==> src/rtl/vseq_pkg.sv <==
`timescale 1ns/1ps
package vseq_pkg;
  typedef enum logic [1:0] {SQ_IDLE, SQ_RUN, SQ_FIN} seq_state_e;
  localparam int OPN    = 3;
  localparam int OP_DST = 0;
  localparam int OP_SA  = 1;
  localparam int OP_SB  = 2;
endpackage

==> src/rtl/vseq_regfile.sv <==
`timescale 1ns/1ps
module vseq_regfile #(
  parameter int NREGS = 32,
  parameter int XLEN  = 32,
  parameter int AW    = 5,
  parameter int NRD   = 4
) (
  input  logic                      clk,
  input  logic                      rst_n,
  input  logic                      we,
  input  logic [AW-1:0]             waddr,
  input  logic [XLEN-1:0]           wdata,
  input  logic [NRD-1:0][AW-1:0]    raddr,
  output logic [NRD-1:0][XLEN-1:0]  rdata
);
  logic [XLEN-1:0] mem [NREGS];

  // entry 0 is cleared at reset and never written
  always_ff @(posedge clk or negedge rst_n) begin
    if (!rst_n) begin
      for (int e = 0; e < NREGS; e++) mem[e] <= '0;
    end else if (we && (waddr != '0)) begin
      mem[waddr] <= wdata;
    end
  end

  for (genvar p = 0; p < NRD; p++) begin : g_rd
    assign rdata[p] = mem[raddr[p]];
  end
endmodule

==> src/rtl/vseq_remap.sv <==
`timescale 1ns/1ps
module vseq_remap import vseq_pkg::*; #(
  parameter int NREGS = 32,
  parameter int AW    = 5
) (
  input  logic                     clk,
  input  logic                     rst_n,
  input  logic                     map_we,
  input  logic [AW-1:0]            map_sel,
  input  logic                     map_vec,
  input  logic [AW-1:0]            map_base,
  input  logic                     pcfg_we,
  input  logic [AW-1:0]            pcfg_sel,
  input  logic                     pcfg_en,
  input  logic [AW-1:0]            pcfg_src,
  input  logic [OPN-1:0][AW-1:0]   arch,
  output logic [OPN-1:0]           is_vec,
  output logic [OPN-1:0][AW-1:0]   resolved,
  output logic                     pred_en,
  output logic [AW-1:0]            pred_src
);
  logic [NREGS-1:0] vec_tab;
  logic [AW-1:0]    base_tab [NREGS];
  logic [NREGS-1:0] pen_tab;
  logic [AW-1:0]    psrc_tab [NREGS];

  always_ff @(posedge clk or negedge rst_n) begin
    if (!rst_n) begin
      vec_tab <= '0;
      for (int e = 0; e < NREGS; e++) base_tab[e] <= '0;
    end else if (map_we) begin
      vec_tab[map_sel]  <= map_vec;
      base_tab[map_sel] <= map_base;
    end
  end

  always_ff @(posedge clk or negedge rst_n) begin
    if (!rst_n) begin
      pen_tab <= '0;
      for (int e = 0; e < NREGS; e++) psrc_tab[e] <= '0;
    end else if (pcfg_we) begin
      pen_tab[pcfg_sel]  <= pcfg_en;
      psrc_tab[pcfg_sel] <= pcfg_src;
    end
  end

  // tagged operands are redirected to their base index
  for (genvar k = 0; k < OPN; k++) begin : g_lk
    assign is_vec[k]   = vec_tab[arch[k]];
    assign resolved[k] = vec_tab[arch[k]] ? base_tab[arch[k]] : arch[k];
  end

  // predicate keyed on the destination number before remapping
  assign pred_en  = pen_tab[arch[OP_DST]];
  assign pred_src = psrc_tab[arch[OP_DST]];
endmodule

==> src/rtl/vseq_ctrl.sv <==
`timescale 1ns/1ps
module vseq_ctrl import vseq_pkg::*; #(
  parameter int NREGS = 32,
  parameter int XLEN  = 32,
  parameter int AW    = 5,
  parameter int VLW   = 6
) (
  input  logic                     clk,
  input  logic                     rst_n,
  input  logic                     cmd_valid,
  output logic                     cmd_ready,
  input  logic [VLW-1:0]           cmd_vl,
  input  logic [OPN-1:0]           op_vec,
  input  logic [OPN-1:0][AW-1:0]   op_base,
  input  logic                     pred_en,
  input  logic [XLEN-1:0]          pred_word,
  output logic [1:0][AW-1:0]       src_addr,
  input  logic [1:0][XLEN-1:0]     src_data,
  output logic                     eng_we,
  output logic [AW-1:0]            eng_waddr,
  output logic [XLEN-1:0]          eng_wdata,
  output logic                     busy,
  output logic                     done,
  output logic                     err
);
  localparam int FW = AW + 1;
  localparam logic [VLW-1:0] VL_MAX  = VLW'(NREGS);
  localparam logic [FW-1:0]  TOP_IDX = FW'(NREGS - 1);

  seq_state_e        st_q;
  logic [VLW-1:0]    vl_q, idx_q, vl_eff;
  logic [NREGS-1:0]  mask_q;
  logic [OPN-1:0][FW-1:0] full;
  logic [OPN-1:0]    out_rng;
  logic              accept, last, active, any_oor, err_q, running;

  assign accept  = cmd_valid && cmd_ready;
  assign running = (st_q == SQ_RUN);
  assign vl_eff  = (cmd_vl > VL_MAX) ? VL_MAX : cmd_vl;
  assign last    = (idx_q == vl_q - 1'b1);

  // per-operand base capture and offset stepping
  for (genvar k = 0; k < OPN; k++) begin : g_op
    logic          vec_r;
    logic [AW-1:0] base_r;
    logic [AW-1:0] off_r;
    always_ff @(posedge clk or negedge rst_n) begin
      if (!rst_n) begin
        vec_r  <= 1'b0;
        base_r <= '0;
        off_r  <= '0;
      end else if (accept) begin
        vec_r  <= op_vec[k];
        base_r <= op_base[k];
        off_r  <= '0;
      end else if (running && vec_r) begin
        off_r  <= off_r + 1'b1;
      end
    end
    assign full[k]    = {1'b0, base_r} + {1'b0, off_r};
    assign out_rng[k] = (full[k] > TOP_IDX);
  end

  assign src_addr[0] = full[OP_SA][AW-1:0];
  assign src_addr[1] = full[OP_SB][AW-1:0];
  assign any_oor     = |out_rng;
  assign active      = running && mask_q[idx_q[AW-1:0]];
  assign eng_waddr   = full[OP_DST][AW-1:0];
  assign eng_wdata   = src_data[0] + src_data[1];
  assign eng_we      = active && !any_oor && (eng_waddr != '0);

  always_ff @(posedge clk or negedge rst_n) begin
    if (!rst_n) begin
      st_q   <= SQ_IDLE;
      vl_q   <= '0;
      idx_q  <= '0;
      mask_q <= '0;
      err_q  <= 1'b0;
    end else begin
      case (st_q)
        SQ_IDLE: if (accept) begin
          vl_q   <= vl_eff;
          idx_q  <= '0;
          mask_q <= pred_en ? pred_word[NREGS-1:0] : '1;
          err_q  <= 1'b0;
          st_q   <= (vl_eff == '0) ? SQ_FIN : SQ_RUN;
        end
        SQ_RUN: begin
          if (active && any_oor) err_q <= 1'b1;
          idx_q <= idx_q + 1'b1;
          if (last) st_q <= SQ_FIN;
        end
        SQ_FIN:  st_q <= SQ_IDLE;
        default: st_q <= SQ_IDLE;
      endcase
    end
  end

  assign cmd_ready = (st_q == SQ_IDLE);
  assign busy      = running;
  assign done      = (st_q == SQ_FIN);
  assign err       = err_q;

  p_ready_idle_r5: assert property (@(posedge clk) disable iff (!rst_n)
    busy |-> !cmd_ready);
  p_done_pulse_r5: assert property (@(posedge clk) disable iff (!rst_n)
    done |=> !done);
  p_accept_r5: assert property (@(posedge clk) disable iff (!rst_n)
    accept |=> (busy || done));
  p_vl_zero_r4: assert property (@(posedge clk) disable iff (!rst_n)
    (accept && cmd_vl == '0) |=> done);
  p_err_hold_r7: assert property (@(posedge clk) disable iff (!rst_n)
    (err && !accept) |=> err);
endmodule

==> src/rtl/vadd_seq.sv <==
`timescale 1ns/1ps
module vadd_seq import vseq_pkg::*; #(
  parameter int NREGS = 32,
  parameter int XLEN  = 32,
  parameter int AW    = $clog2(NREGS),
  parameter int VLW   = $clog2(NREGS + 1)
) (
  input  logic            clk,
  input  logic            rst_n,
  input  logic            cmd_valid,
  output logic            cmd_ready,
  input  logic [AW-1:0]   cmd_rd,
  input  logic [AW-1:0]   cmd_rs1,
  input  logic [AW-1:0]   cmd_rs2,
  input  logic [VLW-1:0]  cmd_vl,
  output logic            busy,
  output logic            done,
  output logic            err,
  input  logic            map_we,
  input  logic [AW-1:0]   map_sel,
  input  logic            map_vec,
  input  logic [AW-1:0]   map_base,
  input  logic            pcfg_we,
  input  logic [AW-1:0]   pcfg_sel,
  input  logic            pcfg_en,
  input  logic [AW-1:0]   pcfg_src,
  input  logic            rf_we,
  input  logic [AW-1:0]   rf_waddr,
  input  logic [XLEN-1:0] rf_wdata,
  input  logic [AW-1:0]   rf_raddr,
  output logic [XLEN-1:0] rf_rdata
);
  localparam int NRD = 4;

  logic [OPN-1:0][AW-1:0]  arch, resolved;
  logic [OPN-1:0]          is_vec;
  logic                    pred_en;
  logic [AW-1:0]           pred_src;
  logic [1:0][AW-1:0]      src_addr;
  logic [NRD-1:0][AW-1:0]  rd_addr;
  logic [NRD-1:0][XLEN-1:0] rd_data;
  logic                    eng_we, ext_ok, w_en;
  logic [AW-1:0]           eng_waddr, w_addr;
  logic [XLEN-1:0]         eng_wdata, w_data;

  assign arch = {cmd_rs2, cmd_rs1, cmd_rd};

  vseq_remap #(.NREGS(NREGS), .AW(AW)) u_remap (
    .clk(clk), .rst_n(rst_n),
    .map_we(map_we), .map_sel(map_sel), .map_vec(map_vec), .map_base(map_base),
    .pcfg_we(pcfg_we), .pcfg_sel(pcfg_sel), .pcfg_en(pcfg_en), .pcfg_src(pcfg_src),
    .arch(arch), .is_vec(is_vec), .resolved(resolved),
    .pred_en(pred_en), .pred_src(pred_src)
  );

  vseq_ctrl #(.NREGS(NREGS), .XLEN(XLEN), .AW(AW), .VLW(VLW)) u_ctrl (
    .clk(clk), .rst_n(rst_n),
    .cmd_valid(cmd_valid), .cmd_ready(cmd_ready), .cmd_vl(cmd_vl),
    .op_vec(is_vec), .op_base(resolved),
    .pred_en(pred_en), .pred_word(rd_data[2]),
    .src_addr(src_addr), .src_data(rd_data[1:0]),
    .eng_we(eng_we), .eng_waddr(eng_waddr), .eng_wdata(eng_wdata),
    .busy(busy), .done(done), .err(err)
  );

  // element loop owns the write port while busy
  assign ext_ok = rf_we && !busy;
  assign w_en   = eng_we || ext_ok;
  assign w_addr = eng_we ? eng_waddr : rf_waddr;
  assign w_data = eng_we ? eng_wdata : rf_wdata;

  assign rd_addr = {rf_raddr, pred_src, src_addr[1], src_addr[0]};

  vseq_regfile #(.NREGS(NREGS), .XLEN(XLEN), .AW(AW), .NRD(NRD)) u_rf (
    .clk(clk), .rst_n(rst_n),
    .we(w_en), .waddr(w_addr), .wdata(w_data),
    .raddr(rd_addr), .rdata(rd_data)
  );

  assign rf_rdata = rd_data[3];

  p_no_r0_write_r6: assert property (@(posedge clk) disable iff (!rst_n)
    eng_we |-> (eng_waddr != '0));
endmodule

==> config.mk <==
export PLATFORM = sky130hd
export DESIGN_NAME = vadd_seq
export DESIGN_NICKNAME = d
export VERILOG_FILES = /design/src/rtl/vseq_pkg.sv /design/src/rtl/vseq_regfile.sv /design/src/rtl/vseq_remap.sv /design/src/rtl/vseq_ctrl.sv /design/src/rtl/vadd_seq.sv
export SDC_FILE = /design/constraint.sdc
export NUM_CORES = 2
export LEC_CHECK = 0
export BUFFER_PORTS_ARGS = -buffer_cell sky130_fd_sc_hd__buf_4
export CAP_MARGIN = 20
export CORE_AREA = 4 4 698 562
export CTS_CLUSTER_DIAMETER = 120
export CTS_CLUSTER_SIZE = 30
export DETAILED_ROUTE_END_ITERATION = 10
export DIE_AREA = 0 0 702 566
export PLACE_DENSITY = 0.41
export SETUP_SLACK_MARGIN = 0.3
export SLEW_MARGIN = 40
export SYNTH_ARGS = -nofsm -noshare
export SYNTH_HDL_FRONTEND = slang
export SYNTH_SLANG_ARGS = --single-unit
==> constraint.sdc <==
create_clock -name clk -period 6.65 [get_ports clk]
set_input_delay 1.33 -clock clk [delete_from_list [all_inputs] [get_ports clk]]
set_output_delay 1.33 -clock clk [all_outputs]
set_load 0.005 [all_outputs]
==> results_dict.tcl <==
set metrics [dict create \
    synth-edff-count 0 \
    ys_ff_latch 1488 \
    drive_gt1_frac 0.2970 \
    regToRegSetupSlack_ns 0.43 \
    fin_ws_ns 0.4296 \
    die_y_um 566 \
    fin_skew_ns 0.06130 \
    max_freq_mhz 160.8 \
    cts_max_path_buffers 3 \
    reg2reg_to "u_rf.mem[191]" \
    end_kind "flip-flop" \
    routed_via_density 5.609 \
    yosysWarnings 0 \
    final_cell_mix "nand2_1 (1929), dfrtp_1 (1487), mux4_2 (1194)" \
    fillerInstances 39758 \
    power.total_uw 65730 \
    die_w_um 702 \
    syn_area_per_cell_um2 11.33 \
    worstPathMaxFanout 31 \
    core_mm2 0.3849 \
    antenna_found_initial 29 \
    cp-endpoint "u_rf.mem[191]" \
    maxCapViolCount 0 \
    final_cells 13332 \
    io_buffers 126 \
    crit_family "adder cells" \
    synth_ff_type "dfrtp_1" \
    cts_max_level 2 \
    num_rows 204 \
    fin_util 0.2761 \
    synth.distinct_cells 78 \
    layout.area.seq_mm2 0.03724 \
    slew_headroom 0.3815 \
    worstMarginPinSlew_ns 0.9278 \
    cp_num_cells 20 \
    finalMaxSlewViolations 0 \
    cts_hold_buf 0 \
    placed_cells 13226 \
    post-route-period-util 0.9354 \
    slowest_delay_ns 0.90 \
    clkTransAtPathRegs_ns 0.14 \
    outcome "completed" \
    cts_sinks 1488 \
    ir_worst_vdd_uv 723.4 \
    cts-buffers-inserted 56 \
    clk_latency_ns 0.86 \
    dieArea_mm2 0.3973 \
    grt_use_total 0.2029 \
    gr-total-overflow 0 \
    dpl.hpwl_mm 259.6 \
    grt_max_degree 159 \
    ff2ff_path_depth 20 \
    synth_area_leaders "dfrtp_1 (39%), mux4_2 (28%), nand2_1 (7.6%)" \
    syn_nets 8616 \
    cp_slowest_cell "fa_4" \
    first_global_vias 73243 \
    rr_startpoint "u_ctrl.g_op[2].base_r[0]" \
    leakagePower_uw 0.04185 \
    syn_to_final_growth_pct 10.74 \
    synth_area_mm2 0.09598 \
    dr.pass1.iters 6 \
    multi_input_area_mm2 0.05565 \
    root_buffer "clkbuf_16" \
    synth_top_area_frac 0.3879 \
    ant_nets 0 \
    preCtsSetupSlack_ns -0.4494 \
    crit_top_cell "buf_4" \
    rsz0062_at_grt "false" \
    async_reset_ff_frac 1.000 \
    postSynthCellCount 8468 \
    powerDensity_mw_per_mm2 618.4 \
    place_congestion 0.8496 \
    critPathLaunch "u_ctrl.g_op[2].base_r[0]" \
    synth.largest_area_cell "dfrtp_1" \
    period_needed_ns 6.220 \
    ys_seq_area_frac 0.3879 \
    tritoncts "done" \
    grt_pass1_wl_mm 585.3 \
    path_class "reg -> reg" \
    fin_tns_setup_ns 0 \
    path_buf_inv 6 \
    critPathArrivalTime_ns 6.94 \
    drcViolationCount 0 \
    setup_viol_count_final 0 \
    cp.required_ns 7.37 \
    routedWlPerCell_um 30.89 \
    final_nets 8309 \
    wirelength_mm 411.9 \
    mostFrequentLayoutCell "nand2_1" \
    ios 127 \
    path_cells "ha_1 -> fa_4 -> buf_4 -> clkbuf_16 -> mux4_2 -> mux4_2 -> mux2_2 -> ha_1 -> o21a_1 -> nand3_4 -> a2111oi_4 -> buf_4 -> o41ai_4 -> buf_4 -> o41ai_2 -> buf_4 -> xnor2_1 -> nand2_1 -> buf_12 -> a32o_1" \
    start_util 0.2494 \
    hold_viol 0 \
    min_path_type "in -> async" \
    drt_iter0_drc 9006 \
    vias 74782 \
    start_kind "flip-flop" \
]
==> worst register-to-register path, delay by kind of cell, from the launching register on <==
kind | cells | cell delay (ns)
multiplexers | 3 | 1.12
AND/OR/NAND/NOR | 2 | 0.25
adder cells (fa/ha/maj) | 3 | 1.73
AO/OA/AOI/OAI | 5 | 1.26
flip-flops | 1 | 0.42
buffers and inverters | 6 | 1.23
XOR/XNOR | 1 | 0.11
==> power breakdown <==
group	switching, uW	total, uW	leakage (uW)	internal, uW
registers	3630	15600	0.0193	12000
logic	26800	45300	0.0218	18500
clock network	3260	4860	0.000756	1600
total	33600	65700	0.0419	32100
==> logic make-up (layout without fill, tap and decap cells) <==
group,count (synthesis),in the layout,synth area share
XOR/XNOR,51,51,0.004654
adder cells (fa/ha/maj),57,57,0.007743
AO/OA/AOI/OAI,1471,1471,0.08467
flip-flops,1488,1488,0.3879
multiplexers,1829,1829,0.3536
AND/OR/NAND/NOR,2708,2708,0.1224
other,0,9,0
buffers and inverters,864,569,0.03902
==> worst min-delay path by stage <==
stage | from | cells past startpoint | slack (ns) | endpoint
after floorplan | u_ctrl.g_op[0].base_r[0] | 2 | 0.45 | u_ctrl.g_op[0].base_r[0]
after global placement | u_rf.mem[1001] | 0 | 0.42 | u_rf.mem[1001]
after detailed placement | u_rf.mem[1014] | 0 | 0.43 | u_rf.mem[1014]
after CTS | rst_n | 1 | 0.39 | u_rf.mem[864]
after global routing | rst_n | 1 | 0.27 | u_rf.mem[993]
final | rst_n | 1 | 0.31 | u_rf.mem[993]
==> Yosys cell counts, types with 109 or more instances <==
cell         n
mux2_2     505
o21ai_1    357
buf_2      127
a21oi_1    220
mux2i_1    109
o21ai_0    621
nand2_1   1936
dfrtp_1   1488
nand3_1    308
nor2_1     152
clkbuf_1   562
mux4_2    1194
==> metal layers <==
metal / track usage / vias to the layer above / share of wire
met4: 0.05851 / 10 / 0.032
met3: 0.04146 / 585 / 0.089
met2: 0.3007 / 3686 / 0.43
li1: - / 31026 / -
met5: 0 / - / 0.00019
met1: 0.2975 / 39475 / 0.44
==> cell type report <==
cell class / count / area share
inverters: 8 / 0.0002825
multi-input cells: 6116 / 0.5236
repair buffers: 491 / 0.05044
clock inverters: 7 / 0.0008122
clock buffers: 63 / 0.01371
flip-flops and latches: 1488 / 0.3504
well taps: 5150 / 0.06062
diodes: 9 / 0.0002119
==> sequential cells by signal (all words and copies together), names as in the netlist <==
signal              cells
u_ctrl.g_op.vec_r       3
u_rf.mem             1024
u_ctrl.idx_q            6
u_ctrl.vl_q             6
u_remap.base_tab      160
u_remap.psrc_tab      160
u_ctrl.st_q             2
u_ctrl.err              1
u_ctrl.mask_q          32
u_ctrl.g_op.off_r      15
u_ctrl.g_op.base_r     15
u_remap.vec_tab        32
u_remap.pen_tab        32
==> through the flow <==
stage,instance area [um2],hold slack (ns)
finish,106300,0.3126
floorplan,95980,0.4538
global route,106300,0.2703
CTS,105800,0.3905
global placement,103900,0.4166
detailed placement,104100,0.4302
==> repair_timing <==
| item | 4_1_cts | 5_1_grt |
|---|---|---|
| setup buffers | 3 | 17 |
| resized for setup | 25 | 17 |
| endpoints found under the hold margin | 0 | 0 |
| endpoints found under the setup margin | 279 | 297 |
| gates cloned | 0 | 3 |
| pin swaps | 5 | 8 |
No activity file was read; power rests on OpenSTA's default activity.
